===== config.mk =====
export PLATFORM = sky130hd
export DESIGN_NAME = pll_drift_recal
export DESIGN_NICKNAME = d
export VERILOG_FILES = /design/src/rtl/pll_recal_pkg.sv /design/src/rtl/pll_drift_mon.sv /design/src/rtl/pll_recal_fsm.sv /design/src/rtl/pll_drift_recal.sv
export SDC_FILE = /design/constraint.sdc
export NUM_CORES = 1
export LEC_CHECK = 0
export ABC_AREA = 1
export CAP_MARGIN = 5
export CORE_AREA = 8 8 89 91
export DETAILED_ROUTE_END_ITERATION = 12
export DIE_AREA = 0 0 97 99
export GPL_TIMING_DRIVEN = 0
export PLACE_DENSITY = 0.58
export SKIP_CTS_REPAIR_TIMING = 1
export SYNTH_ARGS = -nofsm -noshare
export SYNTH_HDL_FRONTEND = slang
export SYNTH_SLANG_ARGS = --single-unit

===== constraint.sdc =====
create_clock -name clk -period 7.3 [get_ports clk]
set_input_delay 1.46 -clock clk [delete_from_list [all_inputs] [get_ports clk]]
set_output_delay 1.46 -clock clk [all_outputs]
set_load 0.01 [all_outputs]

===== src/rtl/pll_recal_pkg.sv =====
package pll_recal_pkg;
  typedef enum logic [2:0] {
    ST_OFF     = 3'd0,
    ST_BYPASS  = 3'd1,
    ST_LOCKING = 3'd2,
    ST_LOCKED  = 3'd3,
    ST_RECAL   = 3'd4
  } pll_st_e;
endpackage


===== src/rtl/pll_drift_mon.sv =====
module pll_drift_mon #(
  parameter int TEMP_W     = 8,
  parameter int LIM_RST    = 55,
  parameter int COLD_EXTRA = 10
) (
  input  logic              clk,
  input  logic              rst_n,
  input  logic              cap_en,
  input  logic [TEMP_W-1:0] temp_in,
  input  logic              cfg_we,
  input  logic [TEMP_W-1:0] cfg_lim,
  output logic              exceed
);
  localparam int DW = TEMP_W + 1;

  logic [TEMP_W-1:0] ref_q, lim_q;
  logic              cold_q;
  logic signed [DW-1:0] diff;
  logic [DW-1:0] mag, eff_lim;

  // reference capture, enabled only on a lock event
  always_ff @(posedge clk or negedge rst_n) begin
    if (!rst_n) begin
      ref_q  <= '0;
      cold_q <= 1'b0;
    end else if (cap_en) begin
      ref_q  <= temp_in;
      cold_q <= temp_in[TEMP_W-1];
    end
  end

  // programmable drift limit
  always_ff @(posedge clk or negedge rst_n) begin
    if (!rst_n) lim_q <= TEMP_W'(LIM_RST);
    else if (cfg_we) lim_q <= cfg_lim;
  end

  always_comb begin
    diff    = $signed({temp_in[TEMP_W-1], temp_in}) - $signed({ref_q[TEMP_W-1], ref_q});
    mag     = diff[DW-1] ? DW'(-diff) : DW'(diff);
    eff_lim = {1'b0, lim_q} + (cold_q ? DW'(COLD_EXTRA) : DW'(0));
    exceed  = (mag > eff_lim);
  end
endmodule


===== src/rtl/pll_recal_fsm.sv =====
module pll_recal_fsm
  import pll_recal_pkg::*;
#(
  parameter int LOCK_TMO = 16
) (
  input  logic    clk,
  input  logic    rst_n,
  input  logic    pll_en,
  input  logic    byp_req,
  input  logic    cfg_upd,
  input  logic    relock_cmd,
  input  logic    lock_done,
  input  logic    cfg_we,
  input  logic    cfg_auto,
  input  logic    exceed,
  output pll_st_e state,
  output logic    auto_mode,
  output logic    cap_en,
  output logic    recal_flag,
  output logic    pll_bypass,
  output logic    mem_stall,
  output logic    pll_locked,
  output logic    lock_slow
);
  localparam int CNT_W = $clog2(LOCK_TMO + 1);

  pll_st_e    st_q, st_d;
  logic       flag_q, flag_d, stall_q, stall_d, auto_q;
  logic [CNT_W-1:0] cnt_q, cnt_d;

  // next-state logic
  always_comb begin
    st_d = st_q;
    unique case (st_q)
      ST_OFF:     if (pll_en) st_d = ST_LOCKING;
      ST_BYPASS:  if (!pll_en) st_d = ST_OFF;
                  else if (!byp_req) st_d = ST_LOCKING;
      ST_LOCKING: if (!pll_en) st_d = ST_OFF;
                  else if (lock_done) st_d = ST_LOCKED;
      ST_LOCKED:  if (!pll_en) st_d = ST_OFF;
                  else if (byp_req) st_d = ST_BYPASS;
                  else if (cfg_upd || relock_cmd || (flag_q && auto_q)) st_d = ST_RECAL;
      ST_RECAL:   st_d = pll_en ? ST_LOCKING : ST_OFF;
      default:    st_d = ST_OFF;
    endcase
  end

  always_comb begin
    flag_d  = (st_q == ST_LOCKED) && (st_d == ST_LOCKED) && (flag_q || exceed);
    stall_d = (st_d == ST_RECAL) || (stall_q && (st_d == ST_LOCKING));
    cnt_d   = '0;
    if (st_q == ST_LOCKING && st_d == ST_LOCKING)
      cnt_d = (cnt_q == CNT_W'(LOCK_TMO)) ? cnt_q : cnt_q + 1'b1;
  end

  always_ff @(posedge clk or negedge rst_n) begin
    if (!rst_n) begin
      st_q    <= ST_OFF;
      flag_q  <= 1'b0;
      stall_q <= 1'b0;
      cnt_q   <= '0;
    end else begin
      st_q    <= st_d;
      flag_q  <= flag_d;
      stall_q <= stall_d;
      cnt_q   <= cnt_d;
    end
  end

  always_ff @(posedge clk or negedge rst_n) begin
    if (!rst_n) auto_q <= 1'b0;
    else if (cfg_we) auto_q <= cfg_auto;
  end

  assign state      = st_q;
  assign auto_mode  = auto_q;
  assign cap_en     = (st_q == ST_LOCKING) && (st_d == ST_LOCKED);
  assign recal_flag = flag_q;
  assign mem_stall  = stall_q;
  assign pll_bypass = (st_q == ST_BYPASS) || (st_q == ST_LOCKING);
  assign pll_locked = (st_q == ST_LOCKED);
  assign lock_slow  = (st_q == ST_LOCKING) && (cnt_q == CNT_W'(LOCK_TMO));
endmodule


===== src/rtl/pll_drift_recal.sv =====
module pll_drift_recal
  import pll_recal_pkg::*;
#(
  parameter int TEMP_W     = 8,
  parameter int LIM_RST    = 55,
  parameter int COLD_EXTRA = 10,
  parameter int LOCK_TMO   = 16
) (
  input  logic              clk,
  input  logic              rst_n,
  input  logic              pll_en,
  input  logic              byp_req,
  input  logic              cfg_upd,
  input  logic              relock_cmd,
  input  logic              lock_done,
  input  logic [TEMP_W-1:0] temp_in,
  input  logic              cfg_we,
  input  logic              cfg_auto,
  input  logic [TEMP_W-1:0] cfg_lim,
  output logic              recal_flag,
  output logic              pll_bypass,
  output logic              mem_stall,
  output logic              pll_locked,
  output logic              lock_slow
);
  pll_st_e st_w;
  logic    auto_w, cap_w, exceed_w;

  pll_drift_mon #(
    .TEMP_W(TEMP_W), .LIM_RST(LIM_RST), .COLD_EXTRA(COLD_EXTRA)
  ) u_mon (
    .clk(clk), .rst_n(rst_n), .cap_en(cap_w), .temp_in(temp_in),
    .cfg_we(cfg_we), .cfg_lim(cfg_lim), .exceed(exceed_w)
  );

  pll_recal_fsm #(.LOCK_TMO(LOCK_TMO)) u_fsm (
    .clk(clk), .rst_n(rst_n), .pll_en(pll_en), .byp_req(byp_req),
    .cfg_upd(cfg_upd), .relock_cmd(relock_cmd), .lock_done(lock_done),
    .cfg_we(cfg_we), .cfg_auto(cfg_auto), .exceed(exceed_w),
    .state(st_w), .auto_mode(auto_w), .cap_en(cap_w),
    .recal_flag(recal_flag), .pll_bypass(pll_bypass), .mem_stall(mem_stall),
    .pll_locked(pll_locked), .lock_slow(lock_slow)
  );
endmodule


[Word-level counts from Yosys, hierarchy flattened]
Cells that the tools add are included.
Word-level totals
  bits in registers: 28
  output and inout bits: 5
  input port bits: 25
Cells by class
  equal/unequal tests: 9
  $add $sub $neg: 4
  multiplexer cells: 14
  reductions and logical operators: 13
  order comparisons: 1
Operators with widths (count)
  2-to-1 mux 3 bit: 8
  case mux 3 bit (5 select lines): 1
  == test 3 x 2 -> 1 bit (second input constant): 4
  2-to-1 mux 5 bit: 2
  adder 8 x 9 -> 9 bit: 1
  greater-than comparator 9 bit: 1
  2-to-1 mux 9 bit: 1
  negation 9 bit: 1
  subtractor 8 x 8 -> 9 bit: 1
  logical AND 1 bit: 7
  == test 3 bit (second input constant): 2
  adder 5 x 1 -> 5 bit (second input constant): 1
  == test 5 bit (second input constant): 1
  logical OR 1 bit: 5
  2-to-1 mux 4 bit: 1
  == test 3 x 1 -> 1 bit (second input constant): 1
  zero test 3 bit: 1
  2-to-1 mux 2 bit: 1
  != test 2 bit (second input constant): 1

[Longest topological paths before layout]
  depth in word-level cells: 9
  gate-level depth with buffers: 21
  mapped depth without buffers: 21

[By module]
Synthesis repeated with hierarchy kept, for this count alone.
Unflattened totals
  cell total of the unflattened synthesis: 288
  area total of the unflattened synthesis: 2164.6 um2
By module, submodules not included
  pll_drift_mon: times used 1, area each 1541.5 um2, cells each 215
  pll_recal_fsm: times used 1, area each 623.1 um2, cells each 73

[Worst setup path after synthesis]
Ideal clock, no wire load.
  path kind: input to register
  start point: input port temp_in[0]
  end point: register u_fsm.flag_q, in the netlist u_fsm.recal_flag
  path slack: 3495 ps
  setup time: 71 ps
  data required time: 7229 ps
  buffers on the path: 0
  cell stages on the path: 20
  data arrival time: 3734 ps
  cells stage by stage: inv_1 ha_1 inv_1 fa_1 xor2_1 nor2_1 nand2_2 nor2_4 nand3_1 nand2_1 nand2_1 nand2_1 inv_1 ha_1 nand2_1 nor2_1 nand2_1 o2111ai_1 a21oi_1 nor2_1
On the way
  word-level cells in the longest chain between the ends: 6
Ends and longest elaborated chain
  start, declared: RTL line pll_drift_recal.sv:16  | input logic [TEMP_W-1:0] temp_in,
  subtractor 8 x 8 -> 9 bit (*): RTL line pll_drift_mon.sv:39  | diff = $signed({temp_in[TEMP_W-1], temp_in}) - $signed({ref_q[TEMP_W-1], ref_q});
  negation 9 bit: RTL line pll_drift_mon.sv:40  | mag = diff[DW-1] ? DW'(-diff) : DW'(diff);
  2-to-1 mux 9 bit (*): RTL line pll_drift_mon.sv:40
  greater-than comparator 9 bit (*): RTL line pll_drift_mon.sv:42  | exceed = (mag > eff_lim);
  logical OR 1 bit (*): RTL line pll_recal_fsm.sv:49  | flag_d = (st_q == ST_LOCKED) && (st_d == ST_LOCKED) && (flag_q || exceed);
  logical AND 1 bit (*): RTL line pll_recal_fsm.sv:49
  named net u_fsm.flag_d: RTL line pll_recal_fsm.sv:28  | logic flag_q, flag_d, stall_q, stall_d, auto_q;
  end signal, assigned: RTL line pll_recal_fsm.sv:64  | flag_q <= flag_d;
  end, declared: RTL line pll_recal_fsm.sv:28
The timed path passes the listed nets; every way through them passes the cells marked *.
A chain may end at the register's enable or synchronous reset.

[Final worst setup path]
Ends and elaborated chain as after synthesis.

==> impl_results.md <==
* Outcome: finished, final reports clean
* Max-slew headroom at 58.1%
* R2r endpoint: u_fsm.recal_flag
* Cell count after synthesis at 281
* Mapped Area at 2200 um2
* Ys async rst share at 100%
* First-pass GRT wire length at 8180 um
* CTS Buffer Depth at 2
* Critical-path cell list: clkdlybuf4s50_1 -> inv_1 -> ha_1 -> inv_1 -> fa_1 -> inv_1 -> nand2_1 -> nor2_1 -> nand2_2 -> nor2_4 -> nand3_1 -> nand2_1 -> nand2_1 -> nand2_1 -> inv_1 -> ha_1 -> nand2_1 -> nor2_1 -> nand2_1 -> o2111ai_1 -> a21oi_1 -> nor2_1
* Initial DRT Pass Iterations at 4
* Crit path max-delay family: simple AND/OR/NAND/NOR gates
* # clock sinks at 27
* GR Layer Usage met3 at 1.96%
* Mean routed wirelength per cell at 11.7 um
* Fmax achieved at 234 MHz
* Post-Synth Adder-Cell Area at 14.0%
* Worst hold path class: reg2reg
* Compound-Gate Fraction of Synth Area at 12.6%
* IO Pins at 30
* Worst EP arrival at 4480 ps
* Die area at 9600 um2
* Final Critical Period at 4270 ps
* CP max-delay cell: clkdlybuf4s50_1
* Area Overhead vs Synth at 19.6%
* Fill cells at 669
* Total Wirelength at 4610 um
* Synth unique cells at 35
* Critical Path RT at 7510 ps
* Met1 usage at 11.7%
* Final TNS setup at 0 ps
* Buffers plus inverters on the worst setup path at 5
* Most frequent cells in the layout: 67 x nand2_1, 45 x inv_1, 28 x clkdlybuf4s50_1
* Sequential area share after synthesis at 31.0%
* Layout cells sized above 1 at 13.7%
* Worst-skew pair later-pin latency at 280 ps
* Post-Synth XOR/XNOR Area at 4.38%
* Num rows at 30
* FF-to-FF path depth at 20
* GRT Resource Usage Total at 9.94%
* Most frequent CP cell: nand2_1
* Synth Register Bits at 27
* Top FF cell, synth: dfrtp_1
* Setup Viol. Count Final at 0
* Mux share of post-synthesis cell area at 3.07%
* Nets at 364
* Commonest non-fill, non-tap cell in the layout: nand2_1
* Depth of the CTS H-tree at 1
* Reg2Reg Setup Slack at 4370 ps
* Number of global-route vias before repair at 1851
* Total grt overflow at 0
* Core box area at 6570 um2
* Max-slew violation count at 0
* Peak VDD IR at 0.0000712 V
* Input/output buffers at 29
* Critical Path Fanout Max at 3
* Post-synthesis simple-gate area fraction at 26.2%
* Antenna diodes at 0
* Global route hottest layer: met2
* DRC violations left at 0
* Via density per instance at 4.68
* Syn nets at 330
* Power Dens Cells at 233 nW/um2
* Worst Setup End Kind: flop
* Final Hold Vio Count at 0
* Die Height at 99 um
* Syn_area_per_cell at 7.82 um2
* CP Launch Type: primary input
* Crit Reg-Reg Startpoint: u_mon.ref_q[0]
* Drt initial violations at 92
* Largest net degree at the start of global routing at 28
* Grt met2 use at 17.6%
* CP Class: in2reg
* Largest family of logic cells by synthesized area: simple AND/OR/NAND/NOR gates
* Antenna violations before repair at 0
* Pwr Total at 0.612 mW
* Hold path startpoint: u_mon.ref_q[0]
* CTS tree: built
* Final GP Congestion at 0.844
* Pleak at 1.29 nW
* Post-synth EDFFs at 0
* Initial Util at 33.5%
* HPWL after DPL at 3800 um
* Chip Width at 97 um
* Clock root cell: clkbuf_8
* Worst-Margin Slew at 628 ps
* CTS Buf Count at 3
* Max-cap viol count at 0
* Clock Skew at 3.59 ps
* Total number of vias at 1842
* CTS clk-pin slew, worst paths at 100 ps
* Hold path endpoint: u_mon.ref_q[0]
* Synth warn at 0
* Crit share post-route at 58.5%
* Hold path depth at 2
* DRT antenna net count at 0
* CP max stage delay at 470 ps
* RSZ-0062 raised after global routing: no
[final cells by class]
class | count | area [um2] | share of cell area, %
clock buffers | 3 | 41.3 | 1.57
plain buffers | 2 | 15.0 | 0.571
inverters | 47 | 176 | 6.71
clock inverters | 1 | 5.00 | 0.190
well taps | 80 | 100 | 3.81
flip-flops and latches | 27 | 682 | 25.9
multi-input cells | 205 | 1330 | 50.4
repair buffers | 29 | 285 | 10.8
[registers in the layout, summed over array words and instances (netlist names)]
| register | count |
|---|---|
| u_mon.lim_q | 8 |
| u_fsm.auto_mode | 1 |
| u_mon.cold_q | 1 |
| u_fsm.mem_stall | 1 |
| u_mon.ref_q | 7 |
| u_fsm.state | 3 |
| u_fsm.recal_flag | 1 |
| u_fsm.cnt_q | 5 |
[through the flow]
step                area [um2]  setup slack (ps)  hold WS (ps)  util (%)  std cells
floorplan                 2200              3490           459         -        281
global placement          2590              2780           469      39.4        390
detailed placement        2590              2730           481      39.4        390
CTS                       2640              3030           505      40.1        394
global route              2630              2680           553      40.0        394
finish                    2630              3030           501      40.0        394
[kinds of logic (layout without fill, tap and decap cells)]
family | count (synthesis) | in the layout
buffers and inverters | 49 | 82
adder cells (fa/ha/maj) | 24 | 24
AO/OA/AOI/OAI | 35 | 35
flip-flops | 27 | 27
multiplexers | 6 | 6
XOR/XNOR | 11 | 11
AND/OR/NAND/NOR | 129 | 129
[report_power, final]
group | internal (mW) | total (mW) | switching (mW)
Sequential | 0.168 | 0.178 | 0.00991
Clock | 0.0383 | 0.0877 | 0.0493
Combinational | 0.143 | 0.346 | 0.203
Total | 0.350 | 0.612 | 0.262
[synth_stat cells (3+ instances only)]
cell,instances,area (um2)
nand2_2,3,18.8
nand4_1,5,31.3
xor2_1,8,70.1
xnor2_1,3,26.3
nor2_2,4,25.0
inv_1,45,169
a21oi_1,10,50.1
a21oi_2,8,70.1
nand3_1,20,100
dfrtp_1,22,551
ha_1,23,288
nor3_1,4,20.0
nand2_1,67,251
dfstp_2,5,131
mux2_2,6,67.6
nor2_1,21,78.8
o21ai_0,6,30.0
[per-layer routing]
metal / up-vias / part of all wire (%)
met4: 0 / 1.0
li1: 972 / -
met5: - / 0
met2: 23 / 49
met3: 5 / 3.1
met1: 842 / 47
[worst max-delay path by stage]
stage / end / depth (start not counted) / slack [ps] / startpoint
2_1_floorplan: u_fsm.recal_flag / 20 / 3490 / temp_in[0]
3_3_place_gp: u_fsm.recal_flag / 22 / 2780 / temp_in[0]
3_5_place_dp: u_fsm.recal_flag / 22 / 2730 / temp_in[0]
4_1_cts: u_fsm.recal_flag / 22 / 3030 / temp_in[0]
5_1_grt: u_fsm.recal_flag / 22 / 2680 / temp_in[0]
6_report: u_fsm.recal_flag / 22 / 3030 / temp_in[0]
[worst register-to-register path, delay by kind of cell (launching register included)]
family	cells	cell delay, ps
AND/OR/NAND/NOR	12	1090
adder cells (fa/ha/maj)	3	880
flip-flops	1	390
AO/OA/AOI/OAI	2	280
buffers and inverters	3	240
Power figures use the tool's default switching activity.
